File: config.mk
export PLATFORM = sky130hd
export DESIGN_NAME = bus_sizer
export DESIGN_NICKNAME = d
export VERILOG_FILES = /design/src/rtl/bus_sizer_pkg.sv /design/src/rtl/bsz_fsm.sv /design/src/rtl/bsz_lanes.sv /design/src/rtl/bsz_merge.sv /design/src/rtl/bus_sizer.sv
export SDC_FILE = /design/constraint.sdc
export NUM_CORES = 1
export LEC_CHECK = 0
export ABC_AREA = 0
export BUFFER_PORTS_ARGS = -buffer_cell sky130_fd_sc_hd__buf_2
export CAP_MARGIN = 20
export CORE_MARGIN = 2
export CORE_UTILIZATION = 40
export DETAILED_ROUTE_END_ITERATION = 16
export GPL_TIMING_DRIVEN = 0
export PLACE_DENSITY = 0.7
export RECOVER_POWER = 100
export SETUP_SLACK_MARGIN = 0.02
export SLEW_MARGIN = 10
export SYNTH_ARGS = -nofsm -noshare
export SYNTH_HDL_FRONTEND = slang
export SYNTH_SLANG_ARGS = --single-unit
File: constraint.sdc
create_clock -name clk -period 2.3 [get_ports clk]
set_input_delay 0.46 -clock clk [delete_from_list [all_inputs] [get_ports clk]]
set_output_delay 0.46 -clock clk [all_outputs]
set_load 0.02 [all_outputs]
File: src/rtl/bus_sizer_pkg.sv
package bus_sizer_pkg;
  localparam int LANE_W = 8;
  localparam int WORD_W = 2 * LANE_W;

  typedef logic [WORD_W-1:0] word_t;
  typedef logic [LANE_W-1:0] lane_t;

  typedef enum logic [1:0] {
    ST_IDLE   = 2'd0,
    ST_FIRST  = 2'd1,
    ST_SECOND = 2'd2
  } seq_st_e;

  // Active-low lane enables, returned as {hi_n, lo_n}.
  function automatic logic [1:0] lane_enables_n(input logic second,
                                                input logic word,
                                                input logic a0);
    if (second)    return 2'b10;
    else if (word) return 2'b00;
    else if (a0)   return 2'b10;
    else           return 2'b01;
  endfunction

  // Address bit 0 presented on the bus for the current cycle.
  function automatic logic cycle_a0(input logic second,
                                    input logic word,
                                    input logic a0);
    if (second)    return 1'b1;
    else if (word) return 1'b0;
    else           return a0;
  endfunction

  // Places write data on the lanes for the current cycle.
  function automatic word_t write_steer(input logic second,
                                        input logic word,
                                        input word_t wd);
    if (second)    return {wd[WORD_W-1:LANE_W], wd[WORD_W-1:LANE_W]};
    else if (word) return wd;
    else           return {wd[LANE_W-1:0], wd[LANE_W-1:0]};
  endfunction

  // Builds the word handed back to the core at the final ack.
  function automatic word_t read_merge(input logic split,
                                       input logic word,
                                       input logic a0,
                                       input word_t din,
                                       input lane_t first_lo);
    if (split)     return {din[LANE_W-1:0], first_lo};
    else if (word) return din;
    else if (a0)   return {{LANE_W{1'b0}}, din[LANE_W-1:0]};
    else           return {{LANE_W{1'b0}}, din[WORD_W-1:LANE_W]};
  endfunction
endpackage

File: src/rtl/bsz_fsm.sv
module bsz_fsm
  import bus_sizer_pkg::*;
(
  input  logic    clk,
  input  logic    rst_n,
  input  logic    req_fire,
  input  logic    bus_ack,
  input  logic    word_q,
  input  logic    bus_narrow_n,
  output seq_st_e state,
  output logic    split_go,
  output logic    last_ack
);
  seq_st_e state_d;

  assign split_go = (state == ST_FIRST) && bus_ack && word_q && !bus_narrow_n;
  assign last_ack = bus_ack &&
                    (((state == ST_FIRST) && !split_go) || (state == ST_SECOND));

  always_comb begin
    state_d = state;
    unique case (state)
      ST_IDLE:   if (req_fire) state_d = ST_FIRST;
      ST_FIRST:  if (split_go) state_d = ST_SECOND;
                 else if (bus_ack) state_d = ST_IDLE;
      ST_SECOND: if (bus_ack) state_d = ST_IDLE;
      default:   state_d = ST_IDLE;
    endcase
  end

  always_ff @(posedge clk or negedge rst_n) begin
    if (!rst_n) state <= ST_IDLE;
    else        state <= state_d;
  end
endmodule

File: src/rtl/bsz_lanes.sv
module bsz_lanes
  import bus_sizer_pkg::*;
#(
  parameter int AW = 32
) (
  input  seq_st_e         state,
  input  logic [AW-1:0]   addr_q,
  input  logic            word_q,
  input  logic            write_q,
  input  word_t           wdata_q,
  output logic [AW-1:0]   bus_addr,
  output logic            bus_strobe,
  output logic            bus_write,
  output logic            bus_hi_n,
  output logic            bus_lo_n,
  output word_t           bus_dout
);
  logic       second;
  logic [1:0] en_n;

  assign second     = (state == ST_SECOND);
  assign bus_strobe = (state != ST_IDLE);
  assign bus_write  = bus_strobe && write_q;
  assign en_n       = bus_strobe ? lane_enables_n(second, word_q, addr_q[0]) : 2'b11;
  assign bus_hi_n   = en_n[1];
  assign bus_lo_n   = en_n[0];
  assign bus_addr   = {addr_q[AW-1:1], cycle_a0(second, word_q, addr_q[0])};
  assign bus_dout   = bus_write ? write_steer(second, word_q, wdata_q) : '0;
endmodule

File: src/rtl/bsz_merge.sv
module bsz_merge
  import bus_sizer_pkg::*;
(
  input  logic  clk,
  input  logic  rst_n,
  input  logic  split_go,
  input  logic  last_ack,
  input  logic  second,
  input  logic  word_q,
  input  logic  write_q,
  input  logic  a0_q,
  input  word_t bus_din,
  output logic  rsp_done,
  output word_t rsp_rdata
);
  lane_t first_lo;

  always_ff @(posedge clk or negedge rst_n) begin
    if (!rst_n) begin
      first_lo  <= '0;
      rsp_done  <= 1'b0;
      rsp_rdata <= '0;
    end else begin
      rsp_done <= last_ack;
      if (split_go) first_lo <= bus_din[LANE_W-1:0];
      if (last_ack && !write_q)
        rsp_rdata <= read_merge(second, word_q, a0_q, bus_din, first_lo);
    end
  end
endmodule

File: src/rtl/bus_sizer.sv
module bus_sizer
  import bus_sizer_pkg::*;
#(
  parameter int AW = 32
) (
  input  logic                clk,
  input  logic                rst_n,
  input  logic                req_valid,
  output logic                req_ready,
  input  logic                req_write,
  input  logic                req_word,
  input  logic [AW-1:0]       req_addr,
  input  logic [WORD_W-1:0]   req_wdata,
  output logic                rsp_done,
  output logic [WORD_W-1:0]   rsp_rdata,
  output logic [AW-1:0]       bus_addr,
  output logic                bus_strobe,
  output logic                bus_write,
  output logic                bus_hi_n,
  output logic                bus_lo_n,
  output logic [WORD_W-1:0]   bus_dout,
  input  logic [WORD_W-1:0]   bus_din,
  input  logic                bus_ack,
  input  logic                bus_narrow_n
);
  seq_st_e       state;
  logic          req_fire;
  logic          split_go;
  logic          last_ack;
  logic          phase2;
  logic [AW-1:0] addr_q;
  logic          word_q;
  logic          write_q;
  word_t         wdata_q;

  assign req_ready = (state == ST_IDLE);
  assign req_fire  = req_valid && req_ready;
  assign phase2    = (state == ST_SECOND);

  always_ff @(posedge clk or negedge rst_n) begin
    if (!rst_n) begin
      addr_q  <= '0;
      word_q  <= 1'b0;
      write_q <= 1'b0;
      wdata_q <= '0;
    end else if (req_fire) begin
      addr_q  <= req_addr;
      word_q  <= req_word;
      write_q <= req_write;
      wdata_q <= req_wdata;
    end
  end

  bsz_fsm u_fsm (
    .clk          (clk),
    .rst_n        (rst_n),
    .req_fire     (req_fire),
    .bus_ack      (bus_ack),
    .word_q       (word_q),
    .bus_narrow_n (bus_narrow_n),
    .state        (state),
    .split_go     (split_go),
    .last_ack     (last_ack)
  );

  bsz_lanes #(.AW(AW)) u_lanes (
    .state      (state),
    .addr_q     (addr_q),
    .word_q     (word_q),
    .write_q    (write_q),
    .wdata_q    (wdata_q),
    .bus_addr   (bus_addr),
    .bus_strobe (bus_strobe),
    .bus_write  (bus_write),
    .bus_hi_n   (bus_hi_n),
    .bus_lo_n   (bus_lo_n),
    .bus_dout   (bus_dout)
  );

  bsz_merge u_merge (
    .clk       (clk),
    .rst_n     (rst_n),
    .split_go  (split_go),
    .last_ack  (last_ack),
    .second    (phase2),
    .word_q    (word_q),
    .write_q   (write_q),
    .a0_q      (addr_q[0]),
    .bus_din   (bus_din),
    .rsp_done  (rsp_done),
    .rsp_rdata (rsp_rdata)
  );
endmodule

**After elaboration in Yosys (flattened, before gate mapping)**

Cells that the tools add are included.

- Multiplexer cells: 16
- Equal/unequal tests: 3
- Reduce and logical (&&, ||, !) cells: 14

Operators by type and width:

| cell | count |
|---|---|
| 16-bit two-way mux | 5 |
| 2-bit two-way mux | 7 |
| 1-bit logical AND | 8 |
| 8-bit two-way mux | 1 |
| 2-bit case mux with 3 select lines | 1 |
| 1-bit zero test | 3 |
| 2-bit by 1-bit == test with 1-bit output, second input constant | 1 |
| 2-bit == test, second input constant | 1 |
| 2-bit zero test | 1 |
| 1-bit two-way mux | 2 |
| 2-bit by 1-bit inequality test with 1-bit output, second input constant | 1 |
| 2-bit nonzero test | 1 |
| 1-bit logical OR | 1 |

- Word-level logic and storage cells: 41
- Output and inout port bits: 70
- Bits in registers: 77
- Input bits: 71

**Longest topological paths before layout**

- Depth after elaboration: 9
- Depth in mapped cells: 8
- Depth with buffers taken out: 4

**Hierarchy**

From an unflattened synthesis, not the netlist that was laid out.

- Cell total of the unflattened synthesis: 318
- Area total of the unflattened synthesis: 3844.9 um2

Modules (own cells, without submodules):

| module | seq. area each (um2) | instances | area an instance (um2) | cells an instance |
|---|---|---|---|---|
| bus_sizer | 1251.2 | 1 | 1899.3 | 108 |
| bsz_merge | 625.6 | 1 | 1187.4 | 103 |
| bsz_lanes | 0.0 | 1 | 636.9 | 95 |
| bsz_fsm | 50.0 | 1 | 121.4 | 12 |

**Worst setup path before layout**

No wires, ideal clock.

- Kind: register -> output
- Start point: register u_fsm.state[0]
- End point: output port bus_write
- Buffers on the path: 2
- Required time: 1840 ps
- Setup slack: 90 ps
- Data arrival time: 1750 ps
- Cell stages (with the launch flop): 7
- Cell sequence: dfrtp_1 buf_4 nor2_1 inv_1 nand2_1 clkbuf_1 inv_1

- Word-level cells in the longest chain between the ends: 2

Ends and longest elaborated chain:

| element | RTL line | text |
|---|---|---|
| start, declared | bsz_fsm.sv:10 | `output seq_st_e state,` |
| start signal, assigned | bsz_fsm.sv:33 | `else state <= state_d;` |
| 2-bit nonzero test | bsz_lanes.sv:22 | `assign bus_strobe = (state != ST_IDLE);` |
| via bus_strobe | bus_sizer.sv:17 | `output logic bus_strobe,` |
| 1-bit logical AND | bsz_lanes.sv:23 | `assign bus_write = bus_strobe && write_q;` |
| end, declared | bus_sizer.sv:18 | `output logic bus_write,` |

The timed path passes the listed nets, and every way through them passes these cells.

**Final worst setup path**

- Start point: register u_fsm.state[0]
- End point: output port bus_dout[9]

- Word-level cells in the longest chain between the ends: 3
- Elaborated cells on any way between the ends: 5
- Classes of those cells: eq/ne (1); mux (2); reduce/logical (2)

Ends and longest elaborated chain:

| element | RTL line | text |
|---|---|---|
| 2-bit == test / 2-bit nonzero test (equally long branches) | bsz_lanes.sv:21, bsz_lanes.sv:22 |  |
| 16-bit two-way mux / 1-bit logical AND (equally long branches) | bus_sizer_pkg.sv:37, bsz_lanes.sv:23 |  |
| 16-bit two-way mux (*) | bsz_lanes.sv:28 | `assign bus_dout = bus_write ? write_steer(second, word_q, wdata_q) : '0;` |
| end, declared | bus_sizer.sv:21 | `output logic [WORD_W-1:0] bus_dout,` |

Every way passes the cells marked *; elsewhere a longest branch is shown, timed or not.

==> reports/metrics.yaml <==
run_status:
  status: "finished with violations"
  violations: "max-capacitance violations, max-slew violations"
power_and_ir_drop:
  finalPower_w: 0.00521
  vdd.ir_drop.worst_mv: 0.512
  power_density_nw_per_um2: 1160
  leakage_nw: 2.08
timing:
  fmax_mhz: 460
  finalSetupTns_ns: 0
  finalCritPeriodShare_pct: 94.5
  worst_pin_slew_ns: 1.87
  min_period_ns: 2.17
  max_slew_margin_pct: -25.0
  finalSetupViolCount: 0
  final-hold-violation-count: 0
  clock_skew_ns: 0.00787
  fin_hold_ws_ns: 0.348
  drv_slew: 33
  rsz0062_at_grt: "false"
critical_path:
  r2r_end: "u_merge.rsp_rdata[7]$_DFFE_PN0P_"
  rr_worst_depth: 7
  cp_data_arrival_time_ns: 1.71
  critPathCapture: "bus_dout[9]"
  path_class: "register to primary output"
  worstPathRequired_ns: 1.84
  critPathLaunchType: "register"
  worstReg2RegStart: "u_fsm.state[1]$_DFFE_PN0P_"
  rrSetupSlack_ns: 0.17
  end_kind: "primary output"
  cp_max_fo: 10
  startpoint: "u_fsm.state[0]$_DFFE_PN0P_"
yosys:
  synth_top_area_share_pct: 55.5
  ys_ff_latch: 77
  synthTopCellsByArea: "dfrtp_1, mux2_2, a21oi_1"
  synth.area.mux_share_pct: 24.2
  synth_top_cell_by_area: "dfrtp_1"
  synth_cell_types: 24
  synth_top_family_by_area: "multiplexers"
  syn_avg_cell_area_sq_um: 12.0
  synth_adder_area_share_pct: 0
  syn_area_sq_um: 3470
  synth-simple-area-share_pct: 8.11
  synth-xor-area-share_pct: 0
  yosysSeqAreaShare_pct: 55.5
  synth_cells: 290
  synth_warnings: 0
  synth_compound_area_share_pct: 8.76
  syn_nets: 361
global_route:
  grt_max_degree: 46
  grt_pass1_wl_mm: 13.5
  grt_pass1_vias: 2785
  antenna_found_initial: 0
  gr-total-overflow: 0
  track_usage_pct: 17.7
clock_tree:
  cts-root-buf: "clkbuf_8"
  cts_buffers: 9
  postCtsHoldBufs: 0
  cts_tree: "built"
  post-cts-setup-buffer-count: 0
  h-tree-depth: 3
  clkTransAtPathRegs_ns: 0.08
  cts_sinks: 77
  clock_latency_ns: 0.34
  clock_path_buffers: 2
die:
  die_width_um: 97.1
  die_y_um: 97.1
  core_area_sq_um: 8300
  initial_utilization_pct: 41.8
  dieArea_sq_um: 9440
  std_cell_rows: 33
  io_pins: 141
hold_path:
  min_path_type: "input port to register"
route:
  drc_errors: 0
  wl_per_cell_um: 15.0
  vias: 2764
  first_iter_violations: 105
  totalWireLength_mm: 8.27
  ant_nets: 0
  dr.pass1.iters: 4
  avgViaCountPerCell: 5.01
placement:
  hpwlAfterDp_mm: 6.19
  io_buffers: 140
  placed_area_sq_um: 4330
  gp_congestion: 0.825
cells_and_area:
  diodes: 0
  nets: 513
  num-fill-cells: 785
  syn2layout_area_growth_pct: 30.0
  drive_gt1_share_pct: 41.6
  fin_area_sq_um: 4510
  most-common-layout-cells: "dfrtp_1, buf_2, mux2_2"
  final_common_cell: "dfrtp_1"
flow_run:
  cap_viol_max_count: 1
stage by stage:
stage               std cells  setup slack, ns  utilization [%]
floorplan                 290           0.0899                -
global placement          535            0.167             51.8
detailed placement        536            0.187             52.2
CTS                       552           0.0239             55.2
global route              552           0.0186             54.3
finish                    552            0.126             54.3
worst max-delay path, cell delays in order (launching register included):
cell      delay, ns
dfrtp_1        0.36
buf_4          0.16
nor2b_4        0.11
buf_6          0.14
buf_6          0.15
o21ai_0        0.08
a21oi_1        0.19
clkbuf_2       0.19
where the power goes:
| part | leakage (nW) | switching (W) | total, W | internal, W |
|---|---|---|---|---|
| clock network | 0.112 | 0.000491 | 0.00113 | 0.000639 |
| logic | 1.05 | 0.00118 | 0.00195 | 0.000773 |
| registers | 0.918 | 0.000283 | 0.00213 | 0.00185 |
worst min-delay path by stage:
stage,endpoint,depth (start not counted),startpoint
final,addr_q[30]$_DFFE_PN0P_,2,req_addr[30]
after global routing,wdata_q[5]$_DFFE_PN0P_,2,req_wdata[5]
after CTS,u_merge.rsp_rdata[10]$_DFFE_PN0P_,1,rst_n
after detailed placement,u_merge.rsp_rdata[10]$_DFFE_PN0P_,1,rst_n
after global placement,addr_q[29]$_DFFE_PN0P_,1,addr_q[29]$_DFFE_PN0P_
after floorplan,addr_q[0]$_DFFE_PN0P_,0,rst_n
cell usage after synthesis (all sizes together):
library cell  instances
nor2                 13
o21ai                25
and2b                 1
or2                   1
buf                  10
mux2i                 9
mux2                 66
clkbuf                9
and2                  1
nand2b                4
or3b                  1
dfrtp                77
and3                  8
a22oi                 1
inv                   3
a21oi                32
nand2                27
nor2b                 2
flip-flops by register name, indices dropped and copies added, names as in the netlist:
register / count
u_fsm.state: 2
word_q: 1
addr_q: 32
u_merge.rsp_done: 1
u_merge.rsp_rdata: 16
u_merge.first_lo: 8
write_q: 1
wdata_q: 16
layer usage:
layer,vias up,wire length [um],global-route usage [%]
li1,1313,-,-
met1,1338,3640,23.3
met2,100,4020,28.9
met3,13,474,3.74
met4,0,143,6.39
met5,-,0,0
logic make-up after synthesis:
kind of cell,count (synthesis)
buf+inv,22
mux,75
flops,77
simple gates,58
compound gates,58
cell type report:
type / instances / area [sq um] / share of cell area (%)
clock inverter: 6 / 86.3 / 1.91
multi-input combinational: 191 / 1430 / 31.6
tap: 105 / 131 / 2.91
buffer: 19 / 126 / 2.80
timing repair buffer: 141 / 664 / 14.7
sequential: 77 / 1930 / 42.7
inverter: 3 / 11.3 / 0.250
clock buffer: 10 / 138 / 3.05
timing repair:
item	CTS	global route
gates resized for setup	10	16
hold endpoints to repair	0	0
setup endpoints to repair	16	17
pin swaps	0	4
No activity file was read; power rests on OpenSTA's default activity.
